<file path="src/rtl/csw_pkg.sv">
`timescale 1ns/1ps
package csw_pkg;
    typedef enum logic [1:0] {
        TX_IDLE = 2'd0,
        TX_REQ  = 2'd1,
        TX_WAIT = 2'd2
    } tx_state_e;

    localparam int BYTE_W = 8;
endpackage

</file>
<file path="src/rtl/csw_word_fmt.sv">
`timescale 1ns/1ps
module csw_word_fmt #(
    parameter int ADDR_W   = 7,
    parameter int VAL_W    = 9,
    parameter int NUM_REGS = 24,
    localparam int WORD_W  = ADDR_W + VAL_W,
    localparam int IDX_W   = $clog2(NUM_REGS)
) (
    input  logic [ADDR_W-1:0] addr,
    input  logic [VAL_W-1:0]  value,
    output logic              in_range,
    output logic [IDX_W-1:0]  idx,
    output logic [7:0]        byte_hi,
    output logic [7:0]        byte_lo
);
    localparam logic [ADDR_W-1:0] LAST_ADDR = ADDR_W'(NUM_REGS - 1);

    logic [WORD_W-1:0] word;

    always_comb begin
        word     = {addr, value};
        in_range = (addr <= LAST_ADDR);
        idx      = addr[IDX_W-1:0];
        byte_hi  = word[WORD_W-1 -: 8];
        byte_lo  = word[7:0];
    end
endmodule

</file>
<file path="src/rtl/csw_shadow_bank.sv">
`timescale 1ns/1ps
module csw_shadow_bank #(
    parameter int VAL_W    = 9,
    parameter int NUM_REGS = 24,
    parameter int RD_W     = 16,
    localparam int IDX_W   = $clog2(NUM_REGS)
) (
    input  logic             clk,
    input  logic             rst_n,
    input  logic             wr_en,
    input  logic [IDX_W-1:0] wr_idx,
    input  logic [VAL_W-1:0] wr_val,
    input  logic             rd_en,
    input  logic             rd_hit,
    input  logic [IDX_W-1:0] rd_idx,
    output logic             rd_valid,
    output logic [RD_W-1:0]  rd_data
);
    typedef struct packed {
        logic [NUM_REGS-1:0][VAL_W-1:0] ent;
        logic                           rd_vld;
        logic [RD_W-1:0]                rd_dat;
    } bank_t;

    bank_t bank_d, bank_q;
    logic [NUM_REGS-1:0] sel;

    for (genvar g = 0; g < NUM_REGS; g++) begin : g_sel
        assign sel[g] = wr_en && (wr_idx == IDX_W'(g));
    end

    always_comb begin
        bank_d        = bank_q;
        bank_d.rd_vld = rd_en;
        if (rd_en) begin
            if (rd_hit) begin
                bank_d.rd_dat = {{(RD_W-VAL_W){1'b0}}, bank_q.ent[rd_idx]};
            end else begin
                bank_d.rd_dat = '0;
            end
        end
        for (int i = 0; i < NUM_REGS; i++) begin
            if (sel[i]) begin
                bank_d.ent[i] = wr_val;
            end
        end
    end

    always_ff @(posedge clk or negedge rst_n) begin
        if (!rst_n) begin
            bank_q <= '0;
        end else begin
            bank_q <= bank_d;
        end
    end

    assign rd_valid = bank_q.rd_vld;
    assign rd_data  = bank_q.rd_dat;
endmodule

</file>
<file path="src/rtl/csw_tx_ctrl.sv">
`timescale 1ns/1ps
module csw_tx_ctrl
    import csw_pkg::*;
(
    input  logic       clk,
    input  logic       rst_n,
    input  logic       start,
    input  logic [7:0] hi_in,
    input  logic [7:0] lo_in,
    input  logic       tx_ready,
    input  logic       tx_done,
    output logic       tx_valid,
    output logic [7:0] tx_hi,
    output logic [7:0] tx_lo,
    output logic       busy
);
    typedef struct packed {
        tx_state_e  st;
        logic [7:0] hi;
        logic [7:0] lo;
    } ctl_t;

    ctl_t ctl_d, ctl_q;

    always_comb begin
        ctl_d = ctl_q;
        unique case (ctl_q.st)
            TX_IDLE: begin
                if (start) begin
                    ctl_d.st = TX_REQ;
                    ctl_d.hi = hi_in;
                    ctl_d.lo = lo_in;
                end
            end
            TX_REQ: begin
                if (tx_ready) begin
                    ctl_d.st = TX_WAIT;
                end
            end
            TX_WAIT: begin
                if (tx_done) begin
                    ctl_d.st = TX_IDLE;
                end
            end
            default: ctl_d.st = TX_IDLE;
        endcase
    end

    always_ff @(posedge clk or negedge rst_n) begin
        if (!rst_n) begin
            ctl_q <= '{st: TX_IDLE, hi: 8'h00, lo: 8'h00};
        end else begin
            ctl_q <= ctl_d;
        end
    end

    assign tx_valid = (ctl_q.st == TX_REQ);
    assign tx_hi    = ctl_q.hi;
    assign tx_lo    = ctl_q.lo;
    assign busy     = (ctl_q.st != TX_IDLE);
endmodule

</file>
<file path="src/rtl/codec_shadow_writer.sv">
`timescale 1ns/1ps
module codec_shadow_writer #(
    parameter int          ADDR_W   = 7,
    parameter int          VAL_W    = 9,
    parameter int          NUM_REGS = 24,
    parameter logic [7:0]  DEV_ADDR = 8'h34,
    localparam int         RD_W     = ADDR_W + VAL_W,
    localparam int         IDX_W    = $clog2(NUM_REGS)
) (
    input  logic              clk,
    input  logic              rst_n,
    input  logic              wr_valid,
    input  logic [ADDR_W-1:0] wr_addr,
    input  logic [VAL_W-1:0]  wr_data,
    input  logic              wr_nocache,
    output logic              wr_ready,
    input  logic              rd_en,
    input  logic [ADDR_W-1:0] rd_addr,
    output logic              rd_valid,
    output logic [RD_W-1:0]   rd_data,
    output logic              tx_valid,
    output logic [7:0]        tx_dev,
    output logic [7:0]        tx_hi,
    output logic [7:0]        tx_lo,
    input  logic              tx_ready,
    input  logic              tx_done,
    output logic              busy
);
    localparam logic [ADDR_W-1:0] LAST_ADDR = ADDR_W'(NUM_REGS - 1);

    logic             wr_in_range;
    logic [IDX_W-1:0] wr_idx;
    logic [7:0]       fmt_hi;
    logic [7:0]       fmt_lo;
    logic             accept;
    logic             start;
    logic             rd_hit;

    csw_word_fmt #(
        .ADDR_W   (ADDR_W),
        .VAL_W    (VAL_W),
        .NUM_REGS (NUM_REGS)
    ) u_fmt (
        .addr     (wr_addr),
        .value    (wr_data),
        .in_range (wr_in_range),
        .idx      (wr_idx),
        .byte_hi  (fmt_hi),
        .byte_lo  (fmt_lo)
    );

    assign wr_ready = !busy;
    assign accept   = wr_valid && wr_ready;
    assign start    = accept && wr_in_range;
    assign rd_hit   = (rd_addr <= LAST_ADDR);

    csw_tx_ctrl u_tx (
        .clk      (clk),
        .rst_n    (rst_n),
        .start    (start),
        .hi_in    (fmt_hi),
        .lo_in    (fmt_lo),
        .tx_ready (tx_ready),
        .tx_done  (tx_done),
        .tx_valid (tx_valid),
        .tx_hi    (tx_hi),
        .tx_lo    (tx_lo),
        .busy     (busy)
    );

    csw_shadow_bank #(
        .VAL_W    (VAL_W),
        .NUM_REGS (NUM_REGS),
        .RD_W     (RD_W)
    ) u_bank (
        .clk      (clk),
        .rst_n    (rst_n),
        .wr_en    (start && !wr_nocache),
        .wr_idx   (wr_idx),
        .wr_val   (wr_data),
        .rd_en    (rd_en),
        .rd_hit   (rd_hit),
        .rd_idx   (rd_addr[IDX_W-1:0]),
        .rd_valid (rd_valid),
        .rd_data  (rd_data)
    );

    assign tx_dev = DEV_ADDR;
endmodule

</file>
<file path="config.mk">
export PLATFORM = sky130hd
export DESIGN_NAME = codec_shadow_writer
export DESIGN_NICKNAME = d
export VERILOG_FILES = /design/src/rtl/csw_pkg.sv /design/src/rtl/csw_word_fmt.sv /design/src/rtl/csw_shadow_bank.sv /design/src/rtl/csw_tx_ctrl.sv /design/src/rtl/codec_shadow_writer.sv
export SDC_FILE = /design/constraint.sdc
export NUM_CORES = 1
export LEC_CHECK = 0
export ABC_AREA = 1
export ABC_CLOCK_PERIOD_IN_PS = 2290
export CAP_MARGIN = 10
export CORE_MARGIN = 2
export CORE_UTILIZATION = 35
export DETAILED_ROUTE_END_ITERATION = 6
export GPL_TIMING_DRIVEN = 1
export HOLD_SLACK_MARGIN = 0.15
export PLACE_DENSITY = 0.51
export SETUP_SLACK_MARGIN = 0.4
export SLEW_MARGIN = 25
export SYNTH_ARGS = -nofsm -noshare
export SYNTH_HDL_FRONTEND = slang
export SYNTH_SLANG_ARGS = --single-unit
</file>
<file path="constraint.sdc">
create_clock -name clk -period 2.29 [get_ports clk]
set_clock_uncertainty 0.15 [all_clocks]
set_input_delay 0.458 -clock clk [delete_from_list [all_inputs] [get_ports clk]]
set_output_delay 0.458 -clock clk [all_outputs]
set_load 0.01 [all_outputs]
</file>
# Word level (Yosys, flattened, before mapping)
# Cells that the tools add are included.
word_totals:
  regBits: 251
  output_inout_bits: 44
op_classes:
  order_cmp: 3
  n_eq_ne: 28
  mux: 7
  reduce_logical: 34
op_table:
  columns: ["cell", "n"]
  rows:
  - ["binary-select mux 9 bit (select 5 bit)", 1]
  - ["equality test 5 x 4 -> 1 bit (second input constant)", 8]
  - ["equality test 5 bit (second input constant)", 8]
  - ["logical AND 1 bit", 27]
  - ["equality test 5 x 3 -> 1 bit (second input constant)", 4]
  - ["2-to-1 mux 18 bit", 1]
  - ["2-to-1 mux 9 bit", 2]
  - ["less-or-equal comparator 7 x 5 -> 1 bit (second input constant)", 2]
  - ["equality test 5 x 2 -> 1 bit (second input constant)", 2]
  - ["less-than comparator 5 x 6 -> 1 bit (second input constant)", 1]
  - ["one-hot mux 2 bit (3 select lines)", 1]
  - ["equality test 5 x 1 -> 1 bit (second input constant)", 1]
  - ["zero test 5 bit", 1]
  - ["2-to-1 mux 2 bit", 2]
  - ["!= test 2 bit (second input constant)", 2]
  - ["AND reduction 3 bit", 1]
  - ["equality test 2 x 1 -> 1 bit (second input constant)", 1]
  - ["equality test 2 bit (second input constant)", 1]
  - ["zero test 1 bit", 2]
  - ["zero test 2 bit", 1]
  - ["!= test 2 x 1 -> 1 bit (second input constant)", 1]
  - ["AND reduction 2 bit", 1]
  - ["nonzero test 2 bit", 1]

# Depth between registers and ports, before layout
# Gate-level depths: netlist (run 1).
depth:
  word_depth: 6
  mapped_depth: 13

# Modules after synthesis
# From an unflattened synthesis (run 1), not the netlist that was laid out.
unflattened:
  cells_unflattened: 1534
  area_unflattened_um2: 12161.7
by_module_without_submodules:
  columns: ["mod", "instances", "cells_each", "area_per_inst_um2", "seq_area_each_um2"]
  rows:
  - ["csw_shadow_bank", 1, 1393, 11024.3, 5655.4]
  - ["csw_tx_ctrl", 1, 98, 860.8, 450.4]
  - ["csw_word_fmt", 1, 25, 172.7, 0.0]
  - ["codec_shadow_writer", 1, 18, 103.8, 0.0]

# Least setup slack after synthesis (run 1)
# No wires, ideal clock.
synth_path:
  path_type: "input to register"
  start: "input port wr_addr[4]"
  end: "register u_bank.bank_q[33] (netlist bit)"
  setup_time_ns: 0.133
  t_arrival_ns: 1.811
  required_ns: 2.007
  setup_slack_ns: 0.196
  stages: 9
  path_buffers: 3
  path_cell_list: "buf_2 > a21oi_1 > nand2_1 > buf_2 > nor3_4 > nand2_2 > clkbuf_2 > nand2_1 > o21ai_0"
synth_via:
  elab_chain_cells: 4
synth_rtl:
  columns: ["item", "line_no", "source"]
  rows:
  - ["start, declared", "codec_shadow_writer.sv:13", "input logic [ADDR_W-1:0] wr_addr,"]
  - ["less-or-equal comparator 7 x 5 -> 1 bit", "csw_word_fmt.sv:22", "in_range = (addr <= LAST_ADDR);"]
  - ["logical AND 1 bit", "codec_shadow_writer.sv:54", "assign start = accept && wr_in_range;"]
  - ["logical AND 1 bit", "codec_shadow_writer.sv:78", ".wr_en (start && !wr_nocache),"]
  - ["logical AND 1 bit *", "csw_shadow_bank.sv:29", "assign sel[g] = wr_en && (wr_idx == IDX_W'(g));"]
  - ["end signal, assigned", "csw_shadow_bank.sv:53", "bank_q <= bank_d;"]
  - ["end, declared", "csw_shadow_bank.sv:25", "bank_t bank_d, bank_q;"]
# Every way passes the cells marked *; elsewhere a longest branch is shown, timed or not.
# A chain may end at the register's enable or synchronous reset.

# Worst setup path in the final report (run 1)
layout_path:
  start: "register u_tx.ctl_q[17] (netlist bit)"
  end: "output port tx_valid"
layout_via:
  elab_chain_cells: 1
layout_rtl:
  columns: ["item", "line_no", "source"]
  rows:
  - ["start, declared", "csw_tx_ctrl.sv:23", "ctl_t ctl_d, ctl_q;"]
  - ["start signal, assigned", "csw_tx_ctrl.sv:51", "ctl_q <= '{st: TX_IDLE, hi: 8'h00, lo: 8'h00};"]
  - ["start signal, assigned", "csw_tx_ctrl.sv:53", "ctl_q <= ctl_d;"]
  - ["equality test 2 x 1 -> 1 bit", "csw_tx_ctrl.sv:57", "assign tx_valid = (ctl_q.st == TX_REQ);"]
  - ["end, declared", "codec_shadow_writer.sv:21", "output logic tx_valid,"]
# No other way between the ends.

==> results.md, run 1 <==
* Status: complete, no violations
* Slew @ Worst Pin at 0.628 ns
* Fin. max-slew vios at 0
* Yosys Warn Count at 0
* Most common cell after layout, fill and taps aside: nand2_1
* Overall routing resource usage at 0.200
* Ports at between 70 and 80
* Post-synthesis compound-gate area fraction at 0.127
* Mean Syn Cell Area at roughly 7.8 sq um
* Total Wirelength at 34.1 mm
* Initial antenna violation count at 1
* Vias at 9567
* Setup crit end kind: primary output
* CTS buffer count at 28
* Netlist cell types at 23
* Net count, final at 1566
* Clk Latency, worst-skew pair at between 0.5 and 0.6 ns
* Adder-Cell Fraction of Synth Area at 0
* Max VDD drop at 0.000567 V
* Mux cell area share after synthesis at 0
* Most frequent cells in the layout: nand2_1, o21ai_0, dfrtp_1
* Critical path's slowest cell: dfrtp_1
* Initial drt markers at between 600 and 700
* Power, Total at 0.0102 W
* Crit path kind: register to primary output
* Post-Syn Instances at between 1000 and 1500
* Buf+Inv Stages, Crit Path at 2
* Maxcap violations at 0
* Chip height at ~190 um
* Reg2Reg Depth at 10
* Largest stage delay, worst path at about 0.38 ns
* Number of enable flip-flop cells after synthesis at 0
* Area delta synth->final at 20.1%
* Stages on worst setup path at 3
* Critical Path Start Type: register
* Pleak at roughly 6.5 nW
* XOR/XNOR share of the synthesized area at 0
* TritonCTS Sinks at between 200 and 250
* Dpl cells at 1938
* Worst hold path class: input pin to register
* Grt total ovfl at 0
* Syn Std Cell Area at 0.0116 sq mm
* Post-synth top area share at 0.527
* Largest family of logic cells by synthesized area: simple AND/OR/NAND/NOR gates
* Final core utilization at 0.428
* I/O Buffers at 58
* H-tree depth at 1
* Hold path depth at 1
* Area contributors post-synth: dfrtp_1, nand2_1, o21ai_0
* RSZ-0062 raised after global routing: true
* Initial core utilization at 0.356
* Post-synthesis simple-gate area fraction at 0.245
* Clk slew on worst S/H paths at 0.06 ns
* Drt pass-1 iters at 5
* Clock Path Buffers at 3
* Die footprint at about 0.035 sq mm
* CP arrival at 1.31 ns
* Crit path cell chain: buf_4 > nor2_2 > buf_2
* Power per cell area at roughly 730 mW/mm^2
* Post-synth top area cell: dfrtp_1
* Gpl congestion at roughly 0.79
* Hold slack at between 0.2 and 0.25 ns
* Root Buffer: clkbuf_16
* Worst EP required at between 1.5 and 2 ns
* Antenna Nets Post-Route at 0
* Layout cells sized above 1 at 0.0925
* Top delay family on crit path: flip-flops
* #FFs+latches synth at roughly 240
* Setup violators final at 0
* TritonCTS clock tree: done
* Async S/R FF share, synth at 1.00
* Routed vias/inst at 4.78
* Crit path time final at about 1.9 ns
* Core Area at around 0.033 sq mm
* Largest net degree at the start of global routing at 57
* Layout Cells excl Fill at 2000
* DR WL/cell at between 15 and 20 um
* Cell Rows at 66
* Register area share after synthesis at 0.527
* Top_reg_cell synth: dfrtp_1
* Vias in the first global route at roughly 9000
* Normalized max-slew margin at 0.580
* Drc violations at 0
* HPWL Detailed at between 20 and 25 mm
* Maximum fanout along the worst path at 2
* Period utilization at 0.836
* Maximum clock rate at 0.522 GHz
* Chip width at 186 um
* Global-route wire length before repair at between 50 and 60 mm
* Final hold vios at 0
==> where the power goes <==
group	internal [W]	total, W	leakage [nW]	switching [W]
clock	0.00251	0.00434	0.436	0.00183
combinational	0.000425	0.00118	2.71	0.000759
sequential	0.00454	0.00466	3.36	0.000124
total	0.00748	0.0102	6.50	0.00271
==> what timing repair did <==
action | in CTS | in global routing
pin swaps | 1 | 1
endpoints found under the setup margin | 245 | 220
hold endpoints to repair | 244 | 0
hold buffers | 1 | 0
setup buffers | 2 | 1
cloned | 0 | 6
resized for setup | 47 | 56
==> logic make-up after synthesis <==
group / after synthesis
simple gates: 700
compound gates: 285
buf+inv: 264
flops: 244
other cells: 2
==> sequential cells by signal, summed over array words and instances, names as in the netlist <==
register and count:
u_bank.rd_data 9, u_tx.tx_lo 8, u_bank.rd_valid 1, u_tx.ctl_q 2
u_bank.bank_q 216, u_tx.tx_hi 8
==> routing by layer <==
metal,part of all wire,routed length (um),GRT usage
met3,0.042,1420,0.0286
met4,0.018,616,0.0438
met1,0.50,17100,0.305
met5,0,0,0
met2,0.44,15000,0.298
==> cell type report <==
cell class	count	area (sq um)
clock inverters	6	43.8
fillers	3383	18600
inverters	136	513
multi-input cells	1000	4570
clock buffers	45	845
well taps	442	553
diodes	1	2.50
flip-flops and latches	244	6110
repair buffers	126	1280
==> path summary, 6_finish.rpt <==
kind | startpoint | to | slack (ns)
setup reg to reg | u_tx.ctl_q[16] | u_bank.bank_q[183] | 0.39
max in group asynchronous | rst_n | u_bank.bank_q[201] | 1.02
setup / recovery | u_tx.ctl_q[17] | tx_valid | 0.38
hold reg to reg | u_bank.rd_data[3] | u_bank.rd_data[3] | 0.32
min in group asynchronous | rst_n | u_bank.bank_q[96] | 0.26
hold / removal | rd_en | u_bank.rd_valid | 0.25
==> per-stage QoR <==
stage	area (sq um)	setup WS, ns	setup TNS (ns)
floorplan	11800	0.287	0
global placement	12800	-0.114	-10.79
detailed placement	12800	-0.133	-13.79
CTS	13700	0.268	0
global route	13900	0.281	0
finish	13900	0.375	0
==> cells in the mapped netlist, types with 2 or more instances <==
| library cell | count |
|---|---|
| conb_1 | 2 |
| buf_4 | 40 |
| nor2_1 | 71 |
| buf_1 | 6 |
| clkinv_1 | 5 |
| o211ai_1 | 18 |
| nor3_1 | 8 |
| clkbuf_1 | 68 |
| nand2_1 | 484 |
| nand3_1 | 125 |
| buf_2 | 6 |
| dfrtp_1 | 244 |
| nand2_2 | 8 |
| inv_1 | 130 |
| o21ai_0 | 264 |
| a21oi_1 | 2 |
| clkbuf_2 | 8 |
(Power assumes the default switching activity.)
==> run 2, diff against run 1 <==
--- a/config.mk
+++ b/config.mk
@@ -6,7 +6,7 @@
 export NUM_CORES = 1
 export LEC_CHECK = 0
 export ABC_AREA = 1
-export ABC_CLOCK_PERIOD_IN_PS = 2290
+export ABC_CLOCK_PERIOD_IN_PS = 1950
 export CAP_MARGIN = 10
 export CORE_MARGIN = 2
 export CORE_UTILIZATION = 35
==> constraint.sdc (replaced) <==
create_clock -name clk -period 1.95 [get_ports clk]
set_clock_uncertainty 0.15 [all_clocks]
set_input_delay 0.39 -clock clk [delete_from_list [all_inputs] [get_ports clk]]
set_output_delay 0.39 -clock clk [all_outputs]
set_load 0.01 [all_outputs]
==> run 2 against run 1 <==
  * Count of clock-buffer cells in the layout fell by 1
  * Sequential power rose by 18%
  * Sequential share of layout area down 1.1 points
  * First-iteration DRC count grew 26%
  * Largest cell class unchanged
==> results.md, run 2 (synthesized netlist as in run 1, its figures left out) <==
* Status: complete, no violations
* Clk Latency, worst-skew pair at roughly 0.53 ns
* Maximum clock rate at around 0.54 GHz
* Power per cell area at roughly 840 mW/mm^2
* Gpl congestion at just over 0.8
* Placement Setup Slack at -0.315 ns
* Most common cell after layout, fill and taps aside: nand2_1
* Critical Path Start Type: register
* Maximum fanout along the worst path at 3
* Initial drt markers at between 800 and 900
* RSZ-0062 raised after global routing: true
* Total Wirelength at 32.9 mm
* Ports at 74
* Setup crit end kind: primary output
* Reg power frac at 0.456
* Layout Cells excl Fill at around 2000
* Setup violators final at 0
* Power Internal at 0.00886 W
* TritonCTS Sinks at approximately 240
* Vias at between 9000 and 10000
* Pleak at a little under 7 nW
* Worst EP required at 1.41 ns
* Antenna Nets Post-Route at 0
* Net Sw Frac at 0.262
* Overall routing resource usage at 0.196
* Drt pass-1 iters at 5
* Fill cells at 3338
* Hold path depth at 1
* Chip width at 186 um
* Max VDD drop at roughly 0.00059 V
* Initial core utilization at 0.356
* Largest net degree at the start of global routing at 55
* CP arrival at approximately 1.3 ns
* Worst hold path class: input pin to register
* Hold slack at about 0.19 ns
* Grt total ovfl at 0
* CTS buffer count at 29
* Chip height at 186 um
* Most frequent cells in the layout: nand2_1, dfrtp_1, o21ai_0
* Clk slew on worst S/H paths at 0.06 ns
* Net count, final at between 1500 and 2000
* Routed vias/inst at 4.77
* Clock Path Buffers at 3
* Final setup TNS at 0 ns
* PnR worst setup slack at slightly below 0.1 ns
* Crit path kind: register to primary output
* Period utilization at 0.951
* Switching pwr at 0.00314 W
* Area delta synth->final at 23.1%
* Most flops, register: u_bank.bank_q
* H-tree depth at 1
* Initial antenna violation count at 0
* Die footprint at 0.0346 sq mm
* Final hold vios at 0
* Root Buffer: clkbuf_16
* # diodes at 0
* HPWL Detailed at 21.2 mm
* DR WL/cell at around 16 um
* Cell Rows at 66
* Power share of the clock group at 0.422
* Crit path time final at 1.85 ns
* Reg2Reg Depth at 9
* Drc violations at 0
* Dpl cell area at 0.0132 sq mm
* Maxcap violations at 0
* Dpl cells at 1965
* Vias in the first global route at between 9000 and 10000
* TritonCTS clock tree: done
* I/O Buffers at just under 60
* Fin. max-slew vios at 0
* Core Area at about 0.033 sq mm
* Layout cells sized above 1 at 0.139
* Fin area at between 0.01 and 0.015 sq mm
* Power share of the combinational group at 0.122
* Global-route wire length before repair at ~52 mm
* Max reg flops at approximately 220
[run 2: cell types whose count changed in the layout (fill, tap and decap cells not counted), moves of 14 or more]
| cell | previous run | this run |
|---|---|---|
| nand2_1 | 480 | 466 |
| o21ai_0 | 245 | 224 |
| dlygate4sd2_1 | 24 | 0 |
| buf_2 | 4 | 29 |
| buf_12 | 15 | 34 |
[run 2: final timing paths]
path / from / end / slack [ns]
setup / recovery: u_tx.ctl_q[17] / tx_valid / 0.1
hold / removal: rd_en / u_bank.rd_valid / 0.19
setup reg to reg: u_tx.ctl_q[17] / u_bank.bank_q[64] / 0.15
hold reg to reg: u_bank.bank_q[220] / u_bank.bank_q[220] / 0.33
max in group asynchronous: rst_n / u_bank.bank_q[44] / 0.80
min in group asynchronous: rst_n / u_bank.bank_q[65] / 0.22
[run 2: what timing repair did]
action / in CTS / in global routing
endpoints found under the setup margin: 256 / 271
hold endpoints to repair: 244 / 0
pin swaps: 3 / 9
setup buffers: 5 / 1
gates cloned: 1 / 0
resized for setup: 137 / 72
hold buffers: 1 / 0
[run 2: cell type report]
class / count / area (sq um) / area share
Clock buffer: 44 / 852 / 0.0597
Clock inverter: 6 / 32.5 / 0.00228
Sequential cell: 244 / 6110 / 0.428
Timing Repair Buffer: 150 / 1590 / 0.111
Inverter: 136 / 522 / 0.0366
Multi-Input combinational cell: 1001 / 4610 / 0.323
Tap cell: 442 / 553 / 0.0388
[run 2: power groups by stage]
stage,Clock [W],Combinational [W],Sequential (W)
2_1_floorplan,0,0.000907,0.00553
3_3_place_gp,0,0.00154,0.00556
3_5_place_dp,0,0.00154,0.00556
4_1_cts,0.00518,0.00146,0.00547
5_1_grt,0.00542,0.00164,0.00551
6_report,0.00507,0.00146,0.00548
[run 2: per-layer routing]
| layer | share of wire | up-vias | track usage |
|---|---|---|---|
| met5 | 0 | - | 0 |
| met4 | 0.019 | 0 | 0.0431 |
| met3 | 0.049 | 46 | 0.0286 |
| met2 | 0.45 | 203 | 0.310 |
| met1 | 0.48 | 4569 | 0.284 |
| li1 | - | 4837 | - |
[run 2: worst max-delay path, stage by stage (launching register included)]
cell and delay, ns:
dfrtp_1 0.41, buf_4 0.15, nor2_2 0.09, buf_2 0.14
[run 2: metrics by stage]
stage          power [W]   util
3_5_place_dp     0.00710  0.407
4_1_cts           0.0121  0.434
3_3_place_gp     0.00709  0.407
6_report          0.0120  0.438
2_1_floorplan    0.00643      -
5_1_grt           0.0126  0.438
==> run 3, diff against run 2 <==
--- a/config.mk
+++ b/config.mk
@@ -8,7 +8,7 @@
 export ABC_AREA = 1
 export ABC_CLOCK_PERIOD_IN_PS = 1950
 export CAP_MARGIN = 10
-export CORE_MARGIN = 2
+export CORE_MARGIN = 3
 export CORE_UTILIZATION = 35
 export DETAILED_ROUTE_END_ITERATION = 6
 export GPL_TIMING_DRIVEN = 1
==> constraint.sdc (replaced) <==
create_clock -name clk -period 1.95 [get_ports clk]
set_clock_uncertainty 0.15 [all_clocks]
set_input_delay 0.39 -clock clk [delete_from_list [all_inputs] [get_ports clk]]
set_output_delay 0.39 -clock clk [all_outputs]
set_load 0.05 [all_outputs]
==> run 3 against run 2 <==
  * Flip-flop and latch count unchanged
  * Cell count increased by 0.79%
  * Core utilization increased by 1.5 points
  * Sequential power about the same
  * Global-route usage decreased by 0.32 points
  * Die area increased by 2.2%
  * Non-clock buffer count increased by 5
  * Setup slack got worse by 0.084 ns
  * Largest power group unchanged
  * Sequential share of layout area decreased by 1.5 points
  * Largest cell class unchanged
==> results.md, run 3 (synthesized netlist as in run 1, its figures left out) <==
* Final hold vios at 0
* Status: complete, no violations
* Worst hold path class: input pin to register
* Reg2Reg Depth at 10
* Setup crit end kind: register
* # diodes at 0
* Layout cells sized above 1 at 0.164
* Most common cell after layout, fill and taps aside: nand2_1
* Layout Cells excl Fill at 2039
* DR WL/cell at ~17 um
* Crit path kind: register to register
* Drt pass-1 iters at 5
* Chip height at about 190 um
* Initial core utilization at 0.355
* Most frequent cells in the layout: nand2_1, dfrtp_1, o21ai_0
* I/O Buffers at a little under 60
* Dpl cells at 1969
* Crit path time final at around 1.9 ns
* TritonCTS Sinks at between 200 and 250
* Placement Setup Slack at -0.407 ns
* CTS buffer count at 29
* RSZ-0062 raised after global routing: true
* Vias in the first global route at between 9000 and 10000
* Final setup TNS at 0 ns
* Chip width at around 190 um
* Antenna Nets Post-Route at 0
* Power, Total at 0.0129 W
* Overall routing resource usage at 0.193
* Fill cells at between 3000 and 4000
* Maximum fanout along the worst path at 9
* Hold path depth at 1
* CP arrival at ~2.2 ns
* Max VDD drop at ~0.0009 V
* Cell Rows at 66
* Grt total ovfl at 0
* Pleak at slightly below 7 nW
* Initial antenna violation count at 0
* Gpl congestion at between 0.8 and 0.9
* Power per cell area at just under 900 mW/mm^2
* TritonCTS clock tree: done
* Maximum clock rate at 0.516 GHz
* Root Buffer: clkbuf_16
* Die footprint at around 0.035 sq mm
* Most flops, register: u_bank.bank_q
* Routed vias/inst at around 4.9
* HPWL Detailed at between 20 and 25 mm
* Max reg flops at 216
* Clk Latency, worst-skew pair at around 0.55 ns
* Total Wirelength at around 34 mm
* H-tree depth at 1
* Area delta synth->final at 27.7%
* Maxcap violations at 0
* Clk slew on worst S/H paths at ~0.060 ns
* Worst EP required at between 2 and 2.5 ns
* Drc violations at 0
* Core Area at roughly 0.033 sq mm
* Vias at between 9000 and 10000
* Initial drt markers at roughly 800
* Critical Path Start Type: register
* Setup violators final at 0
* Period utilization at 0.994
* Fin. max-slew vios at 0
* Global-route wire length before repair at 54.3 mm
* Net count, final at between 1500 and 2000
* Clock Path Buffers at 3
* PnR worst setup slack at 0.0126 ns
* Final core utilization at 0.454
* Ports at 74
* Largest net degree at the start of global routing at 64
[run 3: changes by cell type in the layout (fill, tap and decap cells not counted), sizes merged]
cell	delta
clkbuf	-2
inv	-1
clkinvlp	-1
buf	+5
clkinv	+4
nand2	+9
bufinv	+2
[run 3: final timing paths]
path | from | to | slack [ns]
min in group asynchronous | rst_n | u_bank.bank_q[84] | 0.19
setup reg to reg | u_tx.ctl_q[17] | u_bank.bank_q[40] | 0.01
hold reg to reg | u_bank.bank_q[209] | u_bank.bank_q[209] | 0.33
setup / recovery | u_tx.ctl_q[17] | u_bank.bank_q[40] | 0.01
max in group asynchronous | rst_n | u_tx.tx_lo[7] | 0.82
hold / removal | rd_en | u_bank.rd_valid | 0.17
[run 3: layout make-up]
| cell class | instances | area [sq um] | share of cell area |
|---|---|---|---|
| flip-flops and latches | 244 | 6110 | 0.413 |
| well taps | 442 | 553 | 0.0374 |
| inverters | 136 | 514 | 0.0348 |
| clock inverters | 10 | 104 | 0.00702 |
| repair buffers | 155 | 1800 | 0.122 |
| multi-input cells | 1010 | 4870 | 0.329 |
| clock buffers | 42 | 845 | 0.0571 |
[run 3: what timing repair did]
| item | 4_1_cts | 5_1_grt |
|---|---|---|
| gates cloned | 0 | 10 |
| setup buffers | 5 | 2 |
| gates resized for setup | 26 | 129 |
| setup endpoints to repair | 260 | 268 |
| hold buffers | 1 | 0 |
| pin swaps | 1 | 10 |
| hold endpoints to repair | 244 | 0 |
[run 3: worst max-delay path: stages, from the launching register on]
cell and delay (ns):
dfrtp_1 0.39, inv_2 0.10, nand2_8 0.06, nor3b_4 0.23, nand2_4 0.11, nor3_4 0.21
buf_12 0.20, buf_12 0.15, nand2_4 0.08, nand2_1 0.08, o21ai_0 0.07
[run 3: per-stage QoR]
| stage | hold slack (ns) | cell area (sq um) |
|---|---|---|
| floorplan | -0.0556 | 11800 |
| global placement | 0.146 | 13200 |
| detailed placement | 0.145 | 13200 |
| CTS | 0.157 | 14400 |
| global route | 0.171 | 14800 |
| finish | 0.175 | 14800 |
[run 3: report_power, final]
| part | total (W) | internal, W | switching, W |
|---|---|---|---|
| clock | 0.00538 | 0.00324 | 0.00214 |
| combinational | 0.00202 | 0.000668 | 0.00135 |
| sequential | 0.00549 | 0.00533 | 0.000155 |
| total | 0.0129 | 0.00924 | 0.00365 |
[run 3: layer usage]
| metal | vias up | track usage | wire [um] |
|---|---|---|---|
| met4 | 0 | 0.0404 | 620 |
| met5 | - | 0 | 0 |
| met3 | 46 | 0.0239 | 1520 |
| met2 | 216 | 0.297 | 15400 |
| li1 | 4880 | - | - |
| met1 | 4779 | 0.292 | 16900 |
